===== config.mk =====
export PLATFORM = sky130hd
export DESIGN_NAME = fcis_seq
export DESIGN_NICKNAME = d
export VERILOG_FILES = /design/src/rtl/fcis_pkg.sv /design/src/rtl/fcis_stack_ptr.sv /design/src/rtl/fcis_irq_hold.sv /design/src/rtl/fcis_fetch.sv /design/src/rtl/fcis_seq.sv
export SDC_FILE = /design/constraint.sdc
export NUM_CORES = 1
export LEC_CHECK = 0
export ABC_AREA = 1
export ABC_CLOCK_PERIOD_IN_PS = 6100
export BUFFER_PORTS_ARGS = -buffer_cell sky130_fd_sc_hd__buf_2
export CAP_MARGIN = 30
export CORE_MARGIN = 8
export CORE_UTILIZATION = 44
export DETAILED_ROUTE_END_ITERATION = 8
export PLACE_DENSITY_LB_ADDON = 0.12
export SETUP_SLACK_MARGIN = 0.2
export SYNTH_ARGS = -nofsm -noshare
export SYNTH_HDL_FRONTEND = slang
export SYNTH_SLANG_ARGS = --single-unit

===== constraint.sdc =====
create_clock -name clk -period 6.1 [get_ports clk]
set_input_delay 0.915 -clock clk [delete_from_list [all_inputs] [get_ports clk]]
set_output_delay 0.915 -clock clk [all_outputs]
set_load 0.1 [all_outputs]

===== src/rtl/fcis_pkg.sv =====
package fcis_pkg;
  typedef enum logic [3:0] {
    ST_FETCH,
    ST_DECODE,
    ST_EXEC,
    ST_PUSH,
    ST_POP_RD,
    ST_POP_WB,
    ST_ENT_PC,
    ST_ENT_ST,
    ST_ENT_CA,
    ST_RTI_A,
    ST_RTI_B,
    ST_RTI_C
  } seq_state_t;
endpackage


===== src/rtl/fcis_stack_ptr.sv =====
module fcis_stack_ptr #(
  parameter int W = 16
) (
  input  logic         clk,
  input  logic         rst,
  input  logic         dec,
  input  logic         inc,
  output logic [W-1:0] sp
);
  localparam logic [W-1:0] ONE = {{(W-1){1'b0}}, 1'b1};

  always_ff @(posedge clk) begin
    if (rst) begin
      sp <= '0;
    end else if (dec) begin
      sp <= sp - ONE;
    end else if (inc) begin
      sp <= sp + ONE;
    end
  end

  // the pointer moves by exactly one word per push or pop
  p_step_r3: assert property (@(posedge clk) disable iff (rst)
    dec |=> sp == $past(sp) - ONE);
  p_pop_step_r3: assert property (@(posedge clk) disable iff (rst)
    (inc && !dec) |=> sp == $past(sp) + ONE);
endmodule


===== src/rtl/fcis_irq_hold.sv =====
module fcis_irq_hold #(
  parameter int W = 16
) (
  input  logic         clk,
  input  logic         rst,
  input  logic         req,
  input  logic [W-1:0] cause,
  input  logic         take,
  output logic         pend,
  output logic [W-1:0] frame_cause
);
  logic [W-1:0] held_cause;

  always_ff @(posedge clk) begin
    if (rst) begin
      pend        <= 1'b0;
      held_cause  <= '0;
      frame_cause <= '0;
    end else begin
      if (req) begin
        pend       <= 1'b1;
        held_cause <= cause;
      end else if (take) begin
        pend <= 1'b0;
      end
      if (take) begin
        frame_cause <= held_cause;
      end
    end
  end

  // a request is never lost, and it is kept until it is taken
  p_req_held_r8: assert property (@(posedge clk) disable iff (rst)
    req |=> pend);
  p_pend_keep_r8: assert property (@(posedge clk) disable iff (rst)
    (pend && !take) |=> pend);
endmodule


===== src/rtl/fcis_fetch.sv =====
module fcis_fetch #(
  parameter int W = 16
) (
  input  logic         clk,
  input  logic         rst,
  input  logic         issue,
  input  logic [W-1:0] rdata,
  input  logic         pc_inc,
  input  logic         pc_load,
  input  logic [W-1:0] pc_val,
  output logic [W-1:0] pc,
  output logic [W-1:0] instr,
  output logic         valid
);
  localparam logic [W-1:0] ONE = {{(W-1){1'b0}}, 1'b1};

  always_ff @(posedge clk) begin
    if (rst) begin
      pc    <= '0;
      instr <= '0;
      valid <= 1'b0;
    end else begin
      valid <= issue;
      if (issue) begin
        instr <= rdata;
      end
      if (pc_load) begin
        pc <= pc_val;
      end else if (pc_inc) begin
        pc <= pc + ONE;
      end
    end
  end

  // the issue pulse lasts one cycle and follows a one-word advance
  p_valid_pulse_r2: assert property (@(posedge clk) disable iff (rst)
    valid |=> !valid);
  p_pc_step_r2: assert property (@(posedge clk) disable iff (rst)
    (issue && !pc_load) |=> (valid && pc == $past(pc) + ONE));
endmodule


===== src/rtl/fcis_seq.sv =====
module fcis_seq #(
  parameter int W = 16
) (
  input  logic         clk,
  input  logic         rst,
  output logic [W-1:0] mem_addr,
  output logic         mem_we,
  output logic [W-1:0] mem_wdata,
  input  logic [W-1:0] mem_rdata,
  input  logic         irq_req,
  input  logic [W-1:0] irq_cause,
  input  logic         dec_call,
  input  logic         dec_ret,
  input  logic         dec_reti,
  input  logic         dec_drop,
  input  logic [W-1:0] call_target,
  input  logic [W-1:0] status_in,
  output logic [W-1:0] status_out,
  output logic         status_load,
  output logic [W-1:0] instr_out,
  output logic         instr_valid,
  output logic [W-1:0] pc_out
);
  import fcis_pkg::*;

  localparam logic [W-1:0] ONE = {{(W-1){1'b0}}, 1'b1};

  seq_state_t   state, nstate;
  logic [W-1:0] sp, pc, tgt_q, frame_cause, pc_val;
  logic         pend, take, sp_dec, sp_inc, pc_inc, pc_load, issue, st_grab;

  fcis_stack_ptr #(.W(W)) u_sp (
    .clk(clk), .rst(rst), .dec(sp_dec), .inc(sp_inc), .sp(sp)
  );

  fcis_irq_hold #(.W(W)) u_irq (
    .clk(clk), .rst(rst), .req(irq_req), .cause(irq_cause),
    .take(take), .pend(pend), .frame_cause(frame_cause)
  );

  fcis_fetch #(.W(W)) u_fetch (
    .clk(clk), .rst(rst), .issue(issue), .rdata(mem_rdata),
    .pc_inc(pc_inc), .pc_load(pc_load), .pc_val(pc_val),
    .pc(pc), .instr(instr_out), .valid(instr_valid)
  );

  assign pc_out = pc;

  always_comb begin
    nstate  = state;
    take    = 1'b0;
    sp_dec  = 1'b0;
    sp_inc  = 1'b0;
    pc_inc  = 1'b0;
    pc_load = 1'b0;
    pc_val  = '0;
    issue   = 1'b0;
    st_grab = 1'b0;
    mem_we    = 1'b0;
    mem_wdata = pc;
    mem_addr  = pc;
    unique case (state)
      ST_FETCH:  nstate = ST_DECODE;
      ST_DECODE: begin
        issue  = 1'b1;
        pc_inc = 1'b1;
        nstate = ST_EXEC;
      end
      ST_EXEC: begin
        if (dec_call) begin
          sp_dec = 1'b1;
          nstate = ST_PUSH;
        end else if (dec_ret) begin
          nstate = ST_POP_RD;
        end else if (dec_reti) begin
          nstate = ST_RTI_A;
        end else if (dec_drop) begin
          sp_inc = 1'b1;
          nstate = ST_FETCH;
        end else if (pend) begin
          take   = 1'b1;
          sp_dec = 1'b1;
          nstate = ST_ENT_PC;
        end else begin
          nstate = ST_FETCH;
        end
      end
      ST_PUSH: begin
        mem_addr = sp;
        mem_we   = 1'b1;
        pc_load  = 1'b1;
        pc_val   = tgt_q;
        nstate   = ST_FETCH;
      end
      ST_POP_RD: begin
        mem_addr = sp;
        sp_inc   = 1'b1;
        nstate   = ST_POP_WB;
      end
      ST_POP_WB: begin
        pc_load = 1'b1;
        pc_val  = mem_rdata;
        nstate  = ST_FETCH;
      end
      ST_ENT_PC: begin
        mem_addr = sp;
        mem_we   = 1'b1;
        sp_dec   = 1'b1;
        nstate   = ST_ENT_ST;
      end
      ST_ENT_ST: begin
        mem_addr  = sp;
        mem_we    = 1'b1;
        mem_wdata = status_in;
        sp_dec    = 1'b1;
        nstate    = ST_ENT_CA;
      end
      ST_ENT_CA: begin
        mem_addr  = sp;
        mem_we    = 1'b1;
        mem_wdata = frame_cause;
        pc_load   = 1'b1;
        pc_val    = '0;
        nstate    = ST_FETCH;
      end
      ST_RTI_A: begin
        mem_addr = sp;
        sp_inc   = 1'b1;
        nstate   = ST_RTI_B;
      end
      ST_RTI_B: begin
        mem_addr = sp;
        sp_inc   = 1'b1;
        st_grab  = 1'b1;
        nstate   = ST_RTI_C;
      end
      ST_RTI_C: begin
        pc_load = 1'b1;
        pc_val  = mem_rdata;
        nstate  = ST_FETCH;
      end
      default: nstate = ST_FETCH;
    endcase
  end

  always_ff @(posedge clk) begin
    if (rst) begin
      state       <= ST_FETCH;
      tgt_q       <= '0;
      status_out  <= '0;
      status_load <= 1'b0;
    end else begin
      state       <= nstate;
      status_load <= st_grab;
      if (state == ST_EXEC && dec_call) begin
        tgt_q <= call_target;
      end
      if (st_grab) begin
        status_out <= mem_rdata;
      end
    end
  end

  // interrupts are taken only at an issued-instruction boundary
  p_take_boundary_r7: assert property (@(posedge clk) disable iff (rst)
    take |-> (instr_valid && !dec_call && !dec_ret && !dec_reti && !dec_drop));
  // back-to-back frame writes descend by one word
  p_frame_descend_r6: assert property (@(posedge clk) disable iff (rst)
    (mem_we && $past(mem_we)) |-> mem_addr == $past(mem_addr) - ONE);
  // after the cause word the fetch restarts at zero
  p_entry_zero_r6: assert property (@(posedge clk) disable iff (rst)
    (state == ST_ENT_CA) |=> pc_out == '0);
  // every write lands at the current stack pointer
  p_push_at_sp_r3: assert property (@(posedge clk) disable iff (rst)
    mem_we |-> mem_addr == sp);
  // the restored status is the word read just before the pulse
  p_status_word_r10: assert property (@(posedge clk) disable iff (rst)
    status_load |-> status_out == $past(mem_rdata));
endmodule


Word level (Yosys, flattened, before mapping). Index checks and enable logic that the tools add are counted.

Register bits after elaboration: 119. Bits of input ports: 71. Output and inout port bits: 83. Logic and storage cells: 68.

$add $sub $neg: 3. Equality and inequality tests: 11. Muxes and demuxes: 32. Reduce and logical (&&, ||, !) cells: 11.

Operator list (count): $mux W16 (5); $pmux W16 S2 (2); $add A16 B1 Y16 const B (2); $pmux W4 S8 (1); $mux W1 (17); $eq A4 B3 Y1 const B (4); $eq A4 B4 Y1 const B (4); $sub A16 B1 Y16 const B (1); $mux W4 (3); $eq A4 B2 Y1 const B (2); $reduce_or A4 Y1 (2); $reduce_or A7 Y1 (1); $mux W3 (2); $reduce_bool A2 Y1 (3); $eq A4 B1 Y1 const B (1); $logic_not A4 Y1 (1); $pmux W1 S2 (2); $reduce_or A2 Y1 (2); $reduce_or A3 Y1 (1); $logic_and A1 B1 Y1 (1).

Logic depth before layout (Yosys ltp).
Depth in word-level cells: 8. Depth in mapped cells: 17.

By module. Synthesis repeated with hierarchy kept, for this count alone.

Cell total of the unflattened synthesis: 993. Area total of the unflattened synthesis: 6591.3 µm².

By module, submodules not included: fcis_seq (instances 1, cells an instance 372, area each 2308.5 µm²); fcis_fetch (instances 1, cells an instance 219, area each 1575.3 µm²); fcis_stack_ptr (instances 1, cells an instance 261, area each 1570.3 µm²); fcis_irq_hold (instances 1, cells an instance 141, area each 1137.3 µm²).

Least setup slack after synthesis. OpenSTA, ideal clock, no wires.

Path kind: flip-flop to output port. From: reg state[1]. To: out mem_addr[15]. Arrival time: 3215 ps. Setup slack: 1970 ps. Stages on the path, launching flop included: 8. Buffers on the path: 1. Cells stage by stage: dfxtp_1 -> nand2_4 -> nor2_8 -> inv_4 -> nand2_4 -> nor2_1 -> buf_2 -> o21ai_0.

Cells in the longest elaborated chain, start to end: 3. Elaborated cells between the ends (all ways): 9. Classes of those cells: eq/ne (7); mux (1); reduce/logical (1).

Ends and longest elaborated chain: start: declaration (line fcis_seq.sv:28) `seq_state_t state, nstate;`; start signal: assignment (line fcis_seq.sv:153) `state <= nstate;`; $eq A4 B4 Y1, or another cell as far along (line fcis_seq.sv:62) `unique case (state)`; $reduce_or A7 Y1 (no source line) *; $mux W16 * (line fcis_seq.sv:62); end: declaration (line fcis_seq.sv:6) `output logic [W-1:0] mem_addr,`.

Mark *: on every way between the ends. The rest lies on a longest branch, timed or not.

Worst setup path in the final report.
From: reg state[0]. To: out mem_addr[14].

The elaborated chain is that of the path after synthesis.

==> impl.org <==
** Routing
- For this run, design rule violations remaining after detail routing come to 0.
- Across all layers, the routed design uses between 6000 and 7000 vias.
- First DRT Iteration DRCs :: ~480
- The routed design has between 15000 and 20000 um of wire.
- The detail route stage leaves a number of antenna-violating nets equal to 0.
- Drt wl/cell :: about 16 um
- Using the TritonRoute via totals, the vias-per-cell ratio works out to a little over 5.
- The first detailed-routing pass took 7 iterations.

** Setup path
- Counting stages on the worst path, the most repeated cell is inv_2.
- Required time of the worst setup path :: ~5.2 ns
- Worst flop-to-flop path startpoint :: state[1]$_SDFF_PP0_
- Critical path start-end classification :: reg -> out
- Worst EP arrival :: slightly below 3 ns
- The worst setup path is launched from a flip-flop.
- Length in cells of the worst reg-to-reg path :: 15
- R2R Setup Slk :: around 2.9 ns
- Max incr delay on CP :: 0.52 ns
- Crit end category :: output port
- The endpoint identified for the worst register-to-register timing path is u_sp.sp[13]$_SDFFE_PP0P_.
- Counting both buffers and inverters, the worst setup path holds a total of 4.
- The critical path goes through inv_2 > nand2_4 > nor2_4 > inv_2 > nand3_2 > nor2_2 > buf_8 > nor2_1 > a21oi_1 > buf_2.
- The cell family contributing the most delay on the critical path is buffers and inverters.
- The most critical setup path has its endpoint at mem_addr[14].
- Critical Path Slowest Stage Cell :: nor2_2
- In this run the number of cells on the critical path is 10.
- The most critical setup path has its startpoint at state[0]$_SDFF_PP0_.
- Along the worst path, the maximum fanout reaches 25.

** Clocking
- Reg clk slew, reported paths :: about 0.060 ns
- The number of setup buffers added after CTS is 0.
- Largest buffer count on any clock path :: 2
- Number of buffers inserted by hold repair at cts :: 0
- CTS saw 119 sinks.
- Clock tree from TritonCTS :: built
- # resized after CTS :: 0
- Clock latency on the worst-skew pair, taken at its later pin, is between 0.4 and 0.5 ns.
- The H-tree generated during clock tree synthesis spans 4 levels.
- Clock tree synthesis inserted a total of 17 buffers.
- Clock root buffer master :: clkbuf_16

** Synthesis
- The Yosys step of the flow raised 0 warnings.
- Summed over all instances, the cell type with the most area after synthesis is dfxtp_1.
- Yosys mapped the design onto 41 distinct sky130hd cell types.
- By area the synthesized netlist is led by dfxtp_1 39%, nor2_1 9.3%, nand2_1 9.2%, o21ai_0 8.2%, a21oi_1 6.4%.
- The cell count after synthesis came out at 880.
- Portion of the post-synthesis area used by sequential elements :: 0.3927
- Post-synthesis instance area :: 6067 um2
- Post-Synthesis Mean Instance Area :: 6.894 um2
- Net count after synthesis :: between 900 and 1000
- Number of synthesized register bits :: approximately 120
- Synth top area share :: 0.3927

** Global route
- Pin count of the biggest net entering global routing :: 102
- Number of global-route vias before repair :: 6127
- GRT Util Overall :: 0.2182
- After global routing the overflow that remains totals 0.
- Antenna violations before repair :: 0
- Wire length of the first global-routing pass :: about 31000 um

** Layout
- Of the cells placed in the final design, the portion with a size suffix greater than 1 is 0.2138.
- In the final layout, the multi-input gates occupy approximately 3200 um2.
- For this run, the post-layout net count is ~1100.
- The finished cells cover ~7500 um2.
- Storage cell area :: approximately 2400 um2
- Area growth syn-to-layout :: 24.21%
- Fill count :: 1386
- Number of diodes added for antenna fixing :: 0
- Measured on the finished design, the core utilization comes to 0.5515.

** Timing
- Final hold vios :: 0
- Min cycle time layout :: ~3.9 ns
- The number of pins exceeding their max-slew limit in the final report was 0.
- In the finished design, the share of the clock period the worst path needs comes to 0.6333.
- Hold Slack :: about 0.45 ns
- Worst-case headroom to the max-slew limit :: 0.4158
- Accumulated negative setup slack :: 0 ns
- Max Freq :: 258.9 MHz
- Clock skew :: between 0.01 and 0.015 ns
- RSZ-0062 raised after global routing :: false
- Slew at the pin closest to its max-slew limit :: between 0.8 and 0.9 ns
- Setup violations remaining at the end of the flow were counted as 0.

** Power
- Of the total power, combinational logic draws 0.293.
- Max IR drop VDD :: roughly 200 uV
- In this run the static leakage power is around 3.7 nW.
- Power share of the sequential group :: 0.329
- Cell area power density :: roughly 360 nW/um2
- Internal power of the cells :: approximately 1.6 mW
- Of the total power, the clock network draws 0.379.
- Sw Share :: 0.3948
- In this run the power spent charging and discharging nets is between 1 and 1.5 mW.

** Status
- The run finished with clean final reports.

** Placed design
- Cell area reported after detailed placement :: a little under 7000 um2
- Detailed placement finished with a half-perimeter wire length of 14000 um.
- Input/output buffers :: 153
- Final weighted congestion of routability-driven global placement :: 0.8604

** Die
- For this configuration, the core starts out at a cell density of 0.4440.
- Number of placement rows :: 43
- The floorplan step set the die height to between 100 and 150 um.
- Horizontal die dimension :: around 130 um
- For this design the top-level I/O count stands at around 150.
- The floorplan step defined a die boundary enclosing 17800 um2.
- In this run the standard cell core region covers between 10000 and 15000 um2.

** Min path
- Worst hold path stage count :: 2
- The worst hold path belongs to the class reg -> reg.

** Run
- Max Cap Violations :: 0
-- power by group through the flow --
stage	clock network [mW]	registers (mW)	logic, mW
6_report	1.02	0.884	0.786
5_1_grt	1.07	0.889	0.834
4_1_cts	1.03	0.882	0.789
3_5_place_dp	0	0.898	0.787
2_1_floorplan	0	1.08	0.450
3_3_place_gp	0	0.898	0.775
-- synth_stat cells, drive strengths merged --
master	number
nor3	3
nand3	60
a21oi	77
nor2	160
xnor2	6
or2	2
o21bai	5
clkinv	1
o221ai	1
mux2	2
buf	15
inv	79
ha	15
nand4	4
fa	1
o22ai	5
nand2	157
a31oi	8
nand3b	2
a21o	1
o211ai	3
a22oi	8
and3	1
xor2	3
a41oi	1
clkbuf	25
o21ai	114
dfxtp	119
and2	2
-- logic make-up after synthesis --
kind of cell             count (synthesis)  synth area share
AO/OA/AOI/OAI                          223            0.1955
XOR/XNOR                                 9           0.01299
adder cells (fa/ha/maj)                 16           0.03423
buffers and inverters                  120           0.08311
flip-flops                             119            0.3927
multiplexers                             2          0.004950
AND/OR/NAND/NOR                        391            0.2765
-- layer usage --
| layer | part of all wire | vias to the layer above | track usage |
|---|---|---|---|
| met5 | 0 | - | 0 |
| met4 | 0.0089 | 0 | 0.05802 |
| met2 | 0.48 | 154 | 0.3675 |
| li1 | - | 3192 | - |
| met1 | 0.45 | 2860 | 0.2673 |
| met3 | 0.064 | 16 | 0.06062 |
-- placed cells by master (no fill, tap or decap), types with 2 or more instances in the layout --
master,Yosys,layout
buf_2,8,153
nor2_1,151,150
nand2_1,149,149
dfxtp_1,119,119
o21ai_0,99,99
a21oi_1,77,77
inv_1,71,70
nand3_1,59,59
clkbuf_16,0,17
ha_1,15,15
o21ai_1,14,14
inv_2,7,8
a22oi_1,8,8
a31oi_1,8,8
xnor2_1,6,6
nor2_2,4,5
o22ai_1,5,5
o21bai_1,5,5
nand2_4,4,4
nand2_2,4,4
nor2_4,4,4
nand4_1,4,4
clkinvlp_4,0,4
o211ai_1,3,3
nor3_1,3,3
xor2_1,3,3
clkinv_2,0,3
bufinv_16,0,3
nand3b_1,2,2
mux2_4,2,2
or2_2,2,2
and2_1,2,2
clkinv_4,0,2
clkbuf_1,25,2
buf_16,0,2
-- flip-flops by register name (all words and copies together), names as in the netlist --
| name | flops |
|---|---|
| u_irq.frame_cause | 16 |
| status_load | 1 |
| u_irq.pend | 1 |
| u_fetch.valid | 1 |
| tgt_q | 16 |
| u_fetch.pc | 16 |
| u_fetch.instr | 16 |
| status_out | 16 |
| state | 4 |
| u_irq.held_cause | 16 |
| u_sp.sp | 16 |
-- through the flow --
stage          total power [mW]  instances  setup slack, ns
2_1_floorplan             1.528        880            1.970
3_3_place_gp              1.673       1174            2.407
3_5_place_dp              1.685       1177            2.415
4_1_cts                   2.698       1209            2.244
5_1_grt                   2.789       1209            1.968
6_report                  2.687       1209            2.237
-- worst reg2reg max path, delay by kind of cell, from the launching register on --
kind            cells  cell delay, ns
compound gates      3            0.67
fa+ha+maj           1            0.41
buf+inv             3            0.19
flops               1            0.49
simple gates        8            1.35
-- worst min-delay path by stage --
stage	slack, ns	startpoint	endpoint
4_1_cts	0.46	tgt_q[4]$_SDFFE_PP0P_	tgt_q[4]$_SDFFE_PP0P_
2_1_floorplan	0.42	tgt_q[14]$_SDFFE_PP0P_	tgt_q[14]$_SDFFE_PP0P_
6_report	0.45	tgt_q[4]$_SDFFE_PP0P_	tgt_q[4]$_SDFFE_PP0P_
3_3_place_gp	0.44	tgt_q[14]$_SDFFE_PP0P_	tgt_q[14]$_SDFFE_PP0P_
5_1_grt	0.48	tgt_q[13]$_SDFFE_PP0P_	tgt_q[13]$_SDFFE_PP0P_
3_5_place_dp	0.45	tgt_q[4]$_SDFFE_PP0P_	tgt_q[4]$_SDFFE_PP0P_
-- area by class of cell --
class                           instances  share of cell area
Timing Repair Buffer                  157              0.1119
Multi-Input combinational cell        641              0.4224
Tap cell                              180             0.02989
Clock buffer                           20             0.05927
Inverter                               80             0.04018
Sequential cell                       119              0.3161
Clock inverter                         12             0.02026
No activity file was read; power rests on OpenSTA's default activity.
